===== config.mk =====
export PLATFORM = sky130hd
export DESIGN_NAME = mpy_exec_unit
export DESIGN_NICKNAME = d
export VERILOG_FILES = /design/src/rtl/mpy_pkg.sv /design/src/rtl/mpy_decode.sv /design/src/rtl/mpy_opsel.sv /design/src/rtl/mpy_arith.sv /design/src/rtl/mpy_exec_unit.sv
export SDC_FILE = /design/constraint.sdc
export NUM_CORES = 1
export LEC_CHECK = 0
export ABC_AREA = 1
export BUFFER_PORTS_ARGS = -buffer_cell sky130_fd_sc_hd__buf_2
export CAP_MARGIN = 20
export CORE_ASPECT_RATIO = 0.8
export CORE_UTILIZATION = 38
export CTS_BUF_LIST = sky130_fd_sc_hd__clkbuf_4 sky130_fd_sc_hd__clkbuf_8
export CTS_CLUSTER_SIZE = 24
export DETAILED_ROUTE_END_ITERATION = 16
export PLACE_DENSITY_LB_ADDON = 0.2
export SLEW_MARGIN = 25
export SYNTH_ARGS = -nofsm -noshare
export SYNTH_HDL_FRONTEND = slang
export SYNTH_SLANG_ARGS = --single-unit

===== constraint.sdc =====
create_clock -name clk -period 2.6 [get_ports clk]
set_input_delay 0.26 -clock clk [delete_from_list [all_inputs] [get_ports clk]]
set_output_delay 0.26 -clock clk [all_outputs]
set_load 0.02 [all_outputs]

===== src/rtl/mpy_pkg.sv =====
package mpy_pkg;
  typedef enum logic [1:0] {
    SRC_AX_SELF  = 2'd0,
    SRC_AX_CROSS = 2'd1,
    SRC_AC_MID   = 2'd2
  } src_e;

  typedef enum logic [1:0] {
    PO_LOAD  = 2'd0,
    PO_ADD   = 2'd1,
    PO_SUB   = 2'd2,
    PO_CLEAR = 2'd3
  } pop_e;

  // encoding equals opcode bits 10:9
  typedef enum logic [1:0] {
    ACT_NONE = 2'b00,
    ACT_ZLO  = 2'b01,
    ACT_ADD  = 2'b10,
    ACT_MOVE = 2'b11
  } act_e;

  typedef struct packed {
    logic hit;
    src_e src;
    logic sel_a;
    logic sel_b;
    pop_e pop;
    act_e act;
    logic rsel;
  } ctrl_t;
endpackage


===== src/rtl/mpy_decode.sv =====
module mpy_decode import mpy_pkg::*; #(
  parameter int OPW = 16
) (
  input  logic [OPW-1:0] opcode,
  output ctrl_t          ctrl
);
  logic [7:0] hb;
  logic       unused_low;
  assign hb         = opcode[OPW-1 -: 8];
  assign unused_low = ^opcode[OPW-9:0];

  always_comb begin
    ctrl = '0;
    casez (hb)
      8'b1000_0100: begin
        ctrl.hit = 1'b1;
        ctrl.pop = PO_CLEAR;
      end
      8'b1001_????: begin
        ctrl.hit   = 1'b1;
        ctrl.src   = SRC_AX_SELF;
        ctrl.sel_a = hb[3];
        ctrl.act   = act_e'(hb[2:1]);
        ctrl.rsel  = hb[0];
      end
      8'b101?_????, 8'b110?_????: begin
        ctrl.hit   = 1'b1;
        ctrl.src   = hb[6] ? SRC_AC_MID : SRC_AX_CROSS;
        ctrl.sel_a = hb[4];
        ctrl.sel_b = hb[3];
        ctrl.act   = act_e'(hb[2:1]);
        ctrl.rsel  = hb[0];
      end
      8'b1110_????: begin
        ctrl.hit   = 1'b1;
        ctrl.src   = hb[3] ? SRC_AC_MID : SRC_AX_CROSS;
        ctrl.pop   = hb[2] ? PO_SUB : PO_ADD;
        ctrl.sel_a = hb[1];
        ctrl.sel_b = hb[0];
      end
      8'b1111_0?1?: begin
        ctrl.hit   = 1'b1;
        ctrl.src   = SRC_AX_SELF;
        ctrl.pop   = hb[2] ? PO_SUB : PO_ADD;
        ctrl.sel_a = hb[0];
      end
      default: ctrl = '0;
    endcase
  end
endmodule


===== src/rtl/mpy_opsel.sv =====
module mpy_opsel import mpy_pkg::*; #(
  parameter int DW = 16
) (
  input  src_e                src,
  input  logic                sel_a,
  input  logic                sel_b,
  input  logic [1:0][DW-1:0]  ax_lo,
  input  logic [1:0][DW-1:0]  ax_hi,
  input  logic [1:0][DW-1:0]  ac_mid,
  output logic [DW-1:0]       op_a,
  output logic [DW-1:0]       op_b
);
  always_comb begin
    case (src)
      SRC_AX_SELF: begin
        op_a = ax_lo[sel_a];
        op_b = ax_hi[sel_a];
      end
      SRC_AX_CROSS: begin
        op_a = sel_a ? ax_hi[0] : ax_lo[0];
        op_b = sel_b ? ax_hi[1] : ax_lo[1];
      end
      SRC_AC_MID: begin
        op_a = ac_mid[sel_a];
        op_b = ax_hi[sel_b];
      end
      default: begin
        op_a = '0;
        op_b = '0;
      end
    endcase
  end
endmodule


===== src/rtl/mpy_arith.sv =====
module mpy_arith import mpy_pkg::*; #(
  parameter int DW = 16,
  parameter int PW = 40
) (
  input  logic [DW-1:0] op_a,
  input  logic [DW-1:0] op_b,
  input  logic          unscaled,
  input  pop_e          pop,
  input  act_e          act,
  input  logic [PW-1:0] prod_old,
  input  logic [PW-1:0] acc_src,
  output logic [PW-1:0] prod_new,
  output logic          ovf,
  output logic [PW-1:0] acc_val
);
  localparam int RW = 2 * DW;
  localparam logic [63:0] PART0 = 64'h0000;
  localparam logic [63:0] PART1 = 64'hFFF0;
  localparam logic [63:0] PART2 = 64'h00FF;
  localparam logic [63:0] PART3 = 64'h0010;

  function automatic logic [PW-1:0] clear_image();
    logic [63:0] t;
    t = PART0 + ((PART1 + PART3) << DW) + (PART2 << RW);
    return t[PW-1:0];
  endfunction

  function automatic logic [PW-1:0] scaled_product(logic [DW-1:0] x, logic [DW-1:0] y,
                                                   logic no_dbl);
    logic signed [RW-1:0] raw;
    logic [PW-1:0]        ext;
    raw = $signed(x) * $signed(y);
    ext = {{(PW-RW){raw[RW-1]}}, raw};
    return no_dbl ? ext : {ext[PW-2:0], 1'b0};
  endfunction

  localparam logic [PW-1:0] CLR_IMAGE = clear_image();

  logic [PW-1:0] mul_ext;
  logic [PW-1:0] sum;
  logic [PW-1:0] dif;
  logic          sum_ovf;
  logic          dif_ovf;

  assign mul_ext = scaled_product(op_a, op_b, unscaled);
  assign sum     = prod_old + mul_ext;
  assign dif     = prod_old - mul_ext;
  assign sum_ovf = (prod_old[PW-1] == mul_ext[PW-1]) && (sum[PW-1] != prod_old[PW-1]);
  assign dif_ovf = (prod_old[PW-1] != mul_ext[PW-1]) && (dif[PW-1] != prod_old[PW-1]);

  always_comb begin
    case (pop)
      PO_ADD:   begin prod_new = sum;       ovf = sum_ovf; end
      PO_SUB:   begin prod_new = dif;       ovf = dif_ovf; end
      PO_CLEAR: begin prod_new = CLR_IMAGE; ovf = 1'b0;    end
      default:  begin prod_new = mul_ext;   ovf = 1'b0;    end
    endcase
    case (act)
      ACT_ZLO: acc_val = {prod_old[PW-1:DW], {DW{1'b0}}};
      ACT_ADD: acc_val = acc_src + prod_old;
      default: acc_val = prod_old;
    endcase
  end
endmodule


===== src/rtl/mpy_exec_unit.sv =====
module mpy_exec_unit import mpy_pkg::*; #(
  parameter int DW = 16,
  parameter int PW = 40
) (
  input  logic          clk,
  input  logic          rst_n,
  input  logic          op_valid,
  input  logic [15:0]   opcode,
  input  logic          mul_unscaled,
  input  logic [DW-1:0] ax0_lo,
  input  logic [DW-1:0] ax0_hi,
  input  logic [DW-1:0] ax1_lo,
  input  logic [DW-1:0] ax1_hi,
  input  logic [DW-1:0] ac0_mid,
  input  logic [DW-1:0] ac1_mid,
  input  logic [PW-1:0] ac0_in,
  input  logic [PW-1:0] ac1_in,
  output logic [PW-1:0] prod_q,
  output logic          acc_we,
  output logic          acc_sel,
  output logic [PW-1:0] acc_wdata,
  output logic          flag_zero,
  output logic          flag_sign,
  output logic          flag_ovf
);
  ctrl_t         ctrl;
  logic [DW-1:0] op_a;
  logic [DW-1:0] op_b;
  logic [PW-1:0] prod_d;
  logic [PW-1:0] acc_d;
  logic          ovf_d;
  logic          op_fire;
  logic          acc_fire;

  mpy_decode #(.OPW(16)) u_dec (.opcode(opcode), .ctrl(ctrl));

  mpy_opsel #(.DW(DW)) u_sel (
    .src(ctrl.src), .sel_a(ctrl.sel_a), .sel_b(ctrl.sel_b),
    .ax_lo({ax1_lo, ax0_lo}), .ax_hi({ax1_hi, ax0_hi}), .ac_mid({ac1_mid, ac0_mid}),
    .op_a(op_a), .op_b(op_b)
  );

  mpy_arith #(.DW(DW), .PW(PW)) u_ar (
    .op_a(op_a), .op_b(op_b), .unscaled(mul_unscaled), .pop(ctrl.pop), .act(ctrl.act),
    .prod_old(prod_q), .acc_src(ctrl.rsel ? ac1_in : ac0_in),
    .prod_new(prod_d), .ovf(ovf_d), .acc_val(acc_d)
  );

  assign op_fire  = op_valid && ctrl.hit;
  assign acc_fire = op_fire && (ctrl.act != ACT_NONE);

  always_ff @(posedge clk or negedge rst_n) begin
    if (!rst_n) begin
      prod_q    <= '0;
      acc_we    <= 1'b0;
      acc_sel   <= 1'b0;
      acc_wdata <= '0;
      flag_zero <= 1'b0;
      flag_sign <= 1'b0;
      flag_ovf  <= 1'b0;
    end else begin
      acc_we <= acc_fire;
      if (acc_fire) begin
        acc_sel   <= ctrl.rsel;
        acc_wdata <= acc_d;
      end
      if (op_fire) begin
        prod_q    <= prod_d;
        flag_zero <= (prod_d == '0);
        flag_sign <= prod_d[PW-1];
        flag_ovf  <= ovf_d;
      end
    end
  end


  prod_hold_chk: assert property (@(posedge clk) disable iff (!rst_n)
    !op_fire |=> $stable(prod_q) && !acc_we);


  acc_move_chk: assert property (@(posedge clk) disable iff (!rst_n)
    (acc_fire && ctrl.act == ACT_MOVE) |=> (acc_wdata == $past(prod_q)));


  acc_zlo_chk: assert property (@(posedge clk) disable iff (!rst_n)
    (acc_fire && ctrl.act == ACT_ZLO) |=>
      (acc_wdata[DW-1:0] == '0) && (acc_wdata[PW-1:DW] == $past(prod_q[PW-1:DW])));


  flag_follow_chk: assert property (@(posedge clk) disable iff (!rst_n)
    op_fire |=> (flag_zero == (prod_q == '0)) && (flag_sign == prod_q[PW-1]));


  no_overflow_chk: assert property (@(posedge clk) disable iff (!rst_n)
    (op_fire && (ctrl.pop == PO_LOAD || ctrl.pop == PO_CLEAR)) |=> !flag_ovf);


  dbl_even_chk: assert property (@(posedge clk) disable iff (!rst_n)
    (op_fire && ctrl.pop == PO_LOAD && !mul_unscaled) |=> !prod_q[0]);


  clear_zero_chk: assert property (@(posedge clk) disable iff (!rst_n)
    (op_fire && ctrl.pop == PO_CLEAR) |=> (prod_q == '0) && flag_zero);
endmodule


## Word-level counts from Yosys, hierarchy flattened

Index checks and enable logic that the tools add are counted.

| cells by class | value |
|---|---|
| equal/unequal tests | 17 |
| multiplexer cells | 25 |
| $lt $le $gt $ge | 2 |
| add/subtract/negate cells | 3 |
| $mul | 1 |
| reductions and logical operators | 11 |

Operators with widths:

| operator | count |
|---|---|
| 16-bit 2-to-1 mux | 10 |
| 40-bit case mux with 3 select lines | 1 |
| 16-bit case mux with 3 select lines | 2 |
| 40-bit adder | 2 |
| 40-bit case mux with 2 select lines | 1 |
| 40-bit logical NOT | 1 |
| 40-bit 2-to-1 mux | 1 |
| 40-bit subtractor | 1 |
| 16-bit by 16-bit multiplier with 32-bit output | 1 |
| 32-bit 2-to-1 mux | 1 |
| 3-bit case mux with 4 select lines | 1 |
| 2-bit == test, second input constant | 4 |
| 4-bit == test, second input constant | 2 |
| 8-bit == test, second input constant | 1 |
| 2-bit by 1-bit == test with 1-bit output, second input constant | 3 |
| 3-bit == test, second input constant | 2 |
| 6-bit == test, second input constant | 1 |
| 2-bit 2-to-1 mux | 3 |
| 6-bit OR reduction | 1 |
| 1-bit logical AND | 4 |
| 1-bit by 2-bit < comparator with 1-bit output, second input constant | 2 |
| 1-bit case mux with 2 select lines | 2 |
| 2-bit case mux with 2 select lines | 1 |
| 2-bit OR reduction | 2 |
| 7 further kinds | 9 |

| storage, ports and cells | value |
|---|---|
| register bits after elaboration | 85 |
| output and inout port bits | 85 |
| input port bits | 196 |

## Longest topological paths before layout

Gate-level depths: netlist (run 1).

| logic depth | value |
|---|---|
| word-level depth | 12 |
| gate-level depth with buffers | 61 |
| depth with buffers taken out | 59 |

## Cells and area by module

From an unflattened synthesis (run 1), not the netlist that was laid out.

| second synthesis, totals | value |
|---|---|
| cell total of the unflattened synthesis | 4376 |
| area, all modules | 26497.9 um2 |

Modules (own cells, without submodules):

| module | times used | area an instance (um2) | seq. area each (um2) | cells an instance |
|---|---|---|---|---|
| mpy_arith | 1 | 20646.1 | 0.0 | 3441 |
| mpy_exec_unit | 1 | 3846.2 | 2102.0 | 443 |
| mpy_opsel | 1 | 1796.7 | 0.0 | 443 |
| mpy_decode | 1 | 209.0 | 0.0 | 49 |

## Worst setup path after synthesis (run 1)

No wires, ideal clock.

| timing | value |
|---|---|
| kind | input to register |
| start | in opcode[14] |
| end | reg flag_zero |
| arrival time | 8047 ps |
| stages | 51 |
| path buffers | 3 |
| library setup time | 65 ps |
| setup slack | -5512 ps |
| cell sequence | inv_1 -> nand3_1 -> nand2_2 -> nand2_1 -> nand2_2 -> nor2_4 -> buf_6 -> o21ai_0 -> o211ai_2 -> buf_2 -> nand2_1 -> fa_1 -> inv_1 -> fa_1 -> fa_1 -> fa_1 -> fa_1 -> inv_1 -> [... 15 more ...] -> buf_2 -> nor2_1 -> nand2_1 -> inv_1 -> nand2_1 -> nor3_1 -> nand4_1 -> nand3_1 -> nand2_1 -> nand3_1 -> nand2_1 -> nand2_1 -> nand2_1 -> nor2_1 -> nand2_1 -> nor2_1 -> nand3_1 -> nand2_1 |

| between the ends | value |
|---|---|
| longest elaborated chain between the ends | 11 |
| elaborated cells between the ends (all ways) | 39 |

Ends and longest elaborated chain:

| item | RTL line | RTL |
|---|---|---|
| start, declared | mpy_exec_unit.sv:8 | `input logic [15:0] opcode,` |
| 3-bit == test | mpy_decode.sv:14 | `casez (hb)` |
| 2-bit OR reduction | n/a |  |
| 3-bit case mux with 4 select lines / 1-bit case mux with 2 select lines (equally long branches) | mpy_decode.sv:14 |  |
| 16-bit 2-to-1 mux (on tied branches) (2 in a row) | n/a |  |
| 16-bit case mux with 3 select lines | mpy_opsel.sv:14 | `case (src)` |
| 16-bit by 16-bit multiplier with 32-bit output | mpy_arith.sv:32 | `raw = $signed(x) * $signed(y);` |
| 32-bit 2-to-1 mux | mpy_arith.sv:34 | `return no_dbl ? ext : {ext[PW-2:0], 1'b0};` |
| 40-bit subtractor / 40-bit adder (equally long branches) | mpy_arith.sv:47, mpy_arith.sv:46 |  |
| 40-bit case mux with 3 select lines | mpy_arith.sv:52 | `case (pop)` |
| 40-bit logical NOT | mpy_exec_unit.sv:69 | `flag_zero <= (prod_d == '0);` |
| end signal, assigned | mpy_exec_unit.sv:69 |  |
| end, declared | mpy_exec_unit.sv:22 | `output logic flag_zero,` |

Several ways; a longest one is shown, not always the timed one. The select of a mux whose other input is x is not followed.
A chain may end at the register's enable or synchronous reset.

## Worst setup path in the final report (run 1)

| timing | value |
|---|---|
| start | in opcode[15] |
| end | reg flag_zero |

The elaborated chain is that of the path after synthesis.

==> results.py, run 1 <==
metrics = {
    "grt": {
        "grt_usage_pct": 34.5,
        "met2_usage_pct": 51.0,
        "met1_usage_pct": 49.3,
        "grt.overflow.total": 0,
        "antenna_found_initial": 2,
        "grt_pass1_wl_mm": 182,
        "grt_pass1_vias": 31400,
        "grt_max_degree": 54,
        "top_usage_layer": "met2",
        "grt_util_met3_pct": 11.1,
    },
    "clock_network": {
        "cts_tree": "built",
        "clk_latency_ns": 0.44,
        "numCtsBuffers": 9,
        "clkTransAtPathRegs_ns": 0.12,
        "clock_tree.root_cell": "clkbuf_8",
        "clock_path_buffers": 2,
        "clock-sinks": 84,
        "htreeDepth": 3,
    },
    "drt": {
        "vias": 32600,
        "wl_per_cell_um": 19.4,
        "dr.pass1.iters": 6,
        "ant_nets": 0,
        "drc": 0,
        "vias_per_cell": 5.15,
        "wl_mm": 123,
        "drtIter0Drc": 2217,
    },
    "sta": {
        "finalSetupViolCount": 71,
        "worst_pin_slew_ns": 0.589,
        "hold_viol": 0,
        "postLayoutSetupSlackWorst_ns": -5.98,
        "rsz0062_at_grt": "true",
        "drv_slew": 0,
        "finalCriticalPeriod_ns": 8.58,
        "finalCritPeriodShare_pct": 330,
        "fmax_mhz": 117,
        "final.setup_skew_ns": 0.0223,
        "slew_headroom_pct": 60.7,
    },
    "synthesis": {
        "async_reset_ff_share_pct": 100,
        "synth_flop_cell": "dfrtp_1",
        "syn_area_sq_mm": 0.0258,
        "synth.area.top_cells": "fa_1 (21%), nand2_1 (15%), inv_1 (10%), ha_1 (10%), dfrtp_1 (8.2%)",
        "netlist_instances": 4022,
        "ys_seq_elements": 84,
        "synth_nets": 4692,
        "synth_edf_count": 0,
        "synth_top_area_share_pct": 20.6,
        "synthDistinctLibCells": 64,
        "seq_area_frac_synth_pct": 8.16,
        "ys_top_cells_by_count": "nand2_1 (1,042), inv_1 (708), nor2_1 (461), nand3_1 (270), fa_1 (265)",
        "synth.avg_cell_area_sq_um": 6.41,
        "yosysWarnings": 0,
        "yosysTopAreaCell": "fa_1",
        "yosysMostFrequentCell": "nand2_1",
    },
    "floorplan": {
        "fp-row-count": 85,
        "die_x_um": 293,
        "dieHeight_um": 235,
        "start_util_pct": 38.3,
        "die_area_sq_mm": 0.0689,
        "fp.coreArea_sq_mm": 0.0672,
        "ioPinCount": 281,
    },
    "cells_and_area": {
        "fin_util_pct": 67.3,
        "area_delta_synth_final_pct": 75.6,
        "drive_gt1_share_pct": 52.6,
        "nNetsFinal": 6080,
    },
    "critical_path": {
        "cp-end-kind": "flip-flop",
        "worst_setup_path_start_kind": "input port",
        "crit_required_ns": 2.98,
        "cpPeakStageDelay_ns": 0.55,
        "arrival_ns": 8.96,
        "crit_fanout": 12,
        "cp_num_buf_inv": 19,
        "worst_path_most_repeated_cell": "nand2_2",
        "crit_family": "adder cells",
        "critical_path_class": "in2reg",
        "crit_slowest_cell": "fa_1",
    },
    "hold_path": {
        "hp-class": "in2reg",
    },
    "placement": {
        "port_buffers": 272,
        "hpwl_mm": 98.8,
        "finalWeightedCongestion": 1.03,
    },
    "status": {
        "outcome": "finished with violations",
        "violations": "negative setup slack",
    },
    "run": {
        "drv_cap": 0,
    },
}
==> layer usage <==
layer	part of all wire, %	vias up
li1	-	15500
met1	45	15700
met2	42	1204
met3	11	145
met4	2.0	0
met5	0	-
==> flip-flops by register name, indices dropped and copies added (netlist names) <==
signal     count
acc_wdata     40
flag_zero      1
acc_we         1
flag_ovf       1
prod_q        40
acc_sel        1
==> final timing paths <==
path / startpoint / to / slack (ns) / depth (start not counted)
setup reg to reg: prod_q[0] / flag_zero / -0.81 / 24
setup / recovery: opcode[15] / flag_zero / -5.98 / 58
min in group asynchronous: rst_n / acc_wdata[36] / 0.30 / 2
hold reg to reg: acc_wdata[0] / acc_wdata[0] / 0.50 / 2
hold / removal: op_valid / prod_q[17] / 0.25 / 3
max in group asynchronous: rst_n / prod_q[6] / 1.56 / 3
==> placed cells by master, fill, tap and decap left out, types with 95 or more instances in the layout <==
master | synthesis | layout
nand2_1 | 1042 | 722
nor2_4 | 4 | 118
nor2_1 | 461 | 249
inv_2 | 20 | 111
ha_4 | 0 | 104
a21oi_1 | 239 | 134
nand2_4 | 0 | 101
nand2_2 | 16 | 230
nor2_2 | 18 | 116
inv_1 | 708 | 570
buf_4 | 9 | 977
nand3_2 | 5 | 97
fa_1 | 265 | 233
buf_2 | 54 | 267
nand3_1 | 270 | 146
o21ai_0 | 232 | 95
buf_6 | 10 | 169
==> worst reg2reg max path, delay by kind of cell (launching register included) <==
kind / cells / cell delay, ns
fa+ha+maj: 2 / 0.56
buf+inv: 4 / 0.44
flops: 1 / 0.41
simple gates: 18 / 1.94
==> what timing repair did <==
action                     in CTS  in global routing
setup endpoints to repair      78                 78
resized for setup             937                793
setup buffers                 147                121
hold buffers                    1                  0
cloned                          4                  8
pin swaps                     353                348
hold endpoints to repair       31                  0
==> area by class of cell <==
class	count	area (sq um)
clock inverter	7	76.3
tap	913	1140
fill	5885	22000
antenna	1	2.50
multi-input combinational	3084	26600
timing repair buffer	1499	12300
inverter	732	2940
clock buffer	9	124
sequential	84	2100
==> cell families after synthesis <==
group                      synth area share (%)
AOI/OAI and AO/OA                          14.3
xor gates and xnor gates                  0.340
adders and majority gates                  30.7
buffers and inverters                      13.1
DFF                                        8.16
muxes                                      1.70
and+or+nand+nor                            31.6
==> through the flow <==
stage / hold slack [ns] / std cells / cell area (sq um) / TNS, ns / worst slack [ns]
6_report: 0.246 / 6329 / 45200 / -207.50 / -5.98
5_1_grt: 0.223 / 6328 / 45200 / -222.31 / -6.19
4_1_cts: 0.232 / 6205 / 41300 / -209.67 / -5.76
3_5_place_dp: 0.235 / 6046 / 36500 / -275.59 / -7.03
3_3_place_gp: 0.234 / 6046 / 36500 / -273.34 / -7.07
2_1_floorplan: -0.0356 / 4022 / 27000 / -173.72 / -5.05
Power of run 1 is left out: the tool's default activity adds up to more than one toggle a clock period on the data nets, which glitch-free logic cannot reach.
==> inputs of run 2 (changes only) <==
- CORE_ASPECT_RATIO: 0.8 -> unset
==> run 2 against run 1 <==
The run still ends with negative setup slack left. Routed wire length shrank 7.1%. Clock skew grew 0.0053 ns. Worst setup slack gained 0.096 ns. Highest routed layer unchanged.
==> results.py, run 2 (synthesis gave the netlist of run 1 again) <==
metrics = {
    "sta": {
        "drv_slew": 0,
        "worst_pin_slew_ns": 0.561,
        "postLayoutSetupSlackWorst_ns": -5.89,
        "slew_headroom_pct": 62.4,
        "finalSetupViolCount": 66,
        "hold_viol": 0,
        "finalCritPeriodShare_pct": 326,
        "rsz0062_at_grt": "true",
        "final.setup_skew_ns": 0.0276,
        "finalCriticalPeriod_ns": 8.49,
        "fmax_mhz": 118,
    },
    "drt": {
        "vias_per_cell": 5.14,
        "ant_nets": 0,
        "drc": 0,
        "vias": 31300,
        "drtIter0Drc": 2732,
        "dr.pass1.iters": 6,
        "wl_per_cell_um": 18.7,
        "wl_mm": 114,
    },
    "critical_path": {
        "reg2regPathDepth": 25,
        "worst_setup_path_start_kind": "input port",
        "critical_path_class": "in2reg",
        "cpPeakStageDelay_ns": 0.52,
        "crit_slowest_cell": "fa_1",
        "crit_fanout": 6,
        "worst_path_most_repeated_cell": "buf_4",
        "cp-end-kind": "flip-flop",
        "arrival_ns": 8.87,
        "crit_required_ns": 2.98,
        "r2r_slack_ns": -0.69,
    },
    "floorplan": {
        "fp-row-count": 95,
        "ioPinCount": 281,
        "dieHeight_um": 262,
        "fp.coreArea_sq_mm": 0.0672,
        "start_util_pct": 38.4,
        "die_area_sq_mm": 0.0689,
        "die_x_um": 262,
    },
    "cells_and_area": {
        "fillCellCount": 6313,
        "mostFrequentLayoutCell": "buf_4",
        "reg.largest.list": "acc_wdata: 40 flops, prod_q: 40 flops",
        "drive_gt1_share_pct": 41.6,
        "area_delta_synth_final_pct": 55.3,
        "multi_input_area_sq_mm": 0.0239,
        "regArea_sq_mm": 0.00210,
        "nNetsFinal": 5885,
        "layout_common_cells": "buf_4 (954), nand2_1 (876), inv_1 (643)",
    },
    "grt": {
        "antenna_found_initial": 1,
        "grt_max_degree": 58,
        "grt_usage_pct": 32.9,
        "grt_pass1_vias": 30600,
        "grt_pass1_wl_mm": 175,
        "grt.overflow.total": 0,
    },
    "clock_network": {
        "clock_tree.root_cell": "clkbuf_8",
        "clock-sinks": 84,
        "clkTransAtPathRegs_ns": 0.13,
        "clock_path_buffers": 2,
        "htreeDepth": 3,
        "numCtsBuffers": 9,
        "cts_tree": "built",
        "clk_latency_ns": 0.45,
    },
    "placement": {
        "finalWeightedCongestion": 1.05,
        "port_buffers": 272,
        "place_ws_ns": -6.81,
        "hpwl_mm": 95.5,
    },
    "run": {
        "drv_cap": 0,
    },
    "hold_path": {
        "hp-class": "in2async",
    },
    "status": {
        "violations": "negative setup slack",
        "outcome": "finished with violations",
    },
}
[run 2: final cells by class]
cell class / count / area share, %
Sequential cell: 84 / 5.25
Inverter: 732 / 7.12
Clock buffer: 10 / 0.344
Antenna cell: 1 / 0.00625
Timing Repair inverter: 2 / 0.0406
Timing Repair Buffer: 1301 / 24.6
Clock inverter: 6 / 0.178
Multi-Input combinational cell: 3085 / 59.7
Tap cell: 873 / 2.73
[run 2: timing repair]
| action | 4_1_cts | 5_1_grt |
|---|---|---|
| buffers inserted | 64 | 35 |
| hold buffers | 1 | 0 |
| setup endpoints to repair | 74 | 76 |
| hold endpoints to repair | 27 | 0 |
| cloned | 7 | 1 |
| gates resized for setup | 443 | 343 |
| pin swaps | 152 | 97 |
[run 2: worst paths after layout]
| kind | endpoint | startpoint |
|---|---|---|
| max in group asynchronous | prod_q[21] | rst_n |
| min reg2reg | acc_wdata[1] | acc_wdata[1] |
| max | flag_zero | opcode[11] |
| min | acc_wdata[19] | rst_n |
| min in group clk | prod_q[5] | op_valid |
| max reg2reg | flag_zero | prod_q[0] |
[run 2: worst max-delay path, delay by kind of cell]
kind                     cells  cell delay [ns]
AO/OA/AOI/OAI                3             0.52
adder cells (fa/ha/maj)      7             3.18
buffers and inverters       25             2.95
AND/OR/NAND/NOR             20             1.95
[run 2: per-layer routing]
metal | up-vias | GRT usage [%] | wire length [um]
met1 | 14800 | 45.8 | 50600
met2 | 1252 | 50.8 | 49500
li1 | 15100 | - | -
met4 | 0 | 10.3 | 4070
met3 | 197 | 6.78 | 10100
met5 | - | 0 | 0
[run 2: per-stage QoR]
step	hold slack, ns	cell area [sq um]	TNS (ns)	cells	utilization, %
3_5_place_dp	0.211	36000	-267.04	5970	53.6
5_1_grt	0.301	40000	-221.99	6094	59.6
6_report	0.270	40000	-203.29	6094	59.6
3_3_place_gp	0.209	36000	-266.33	5970	53.6
2_1_floorplan	-0.0356	27000	-173.72	4022	-
4_1_cts	0.248	38500	-203.37	6057	57.4
Power of run 2 is left out for the same reason.
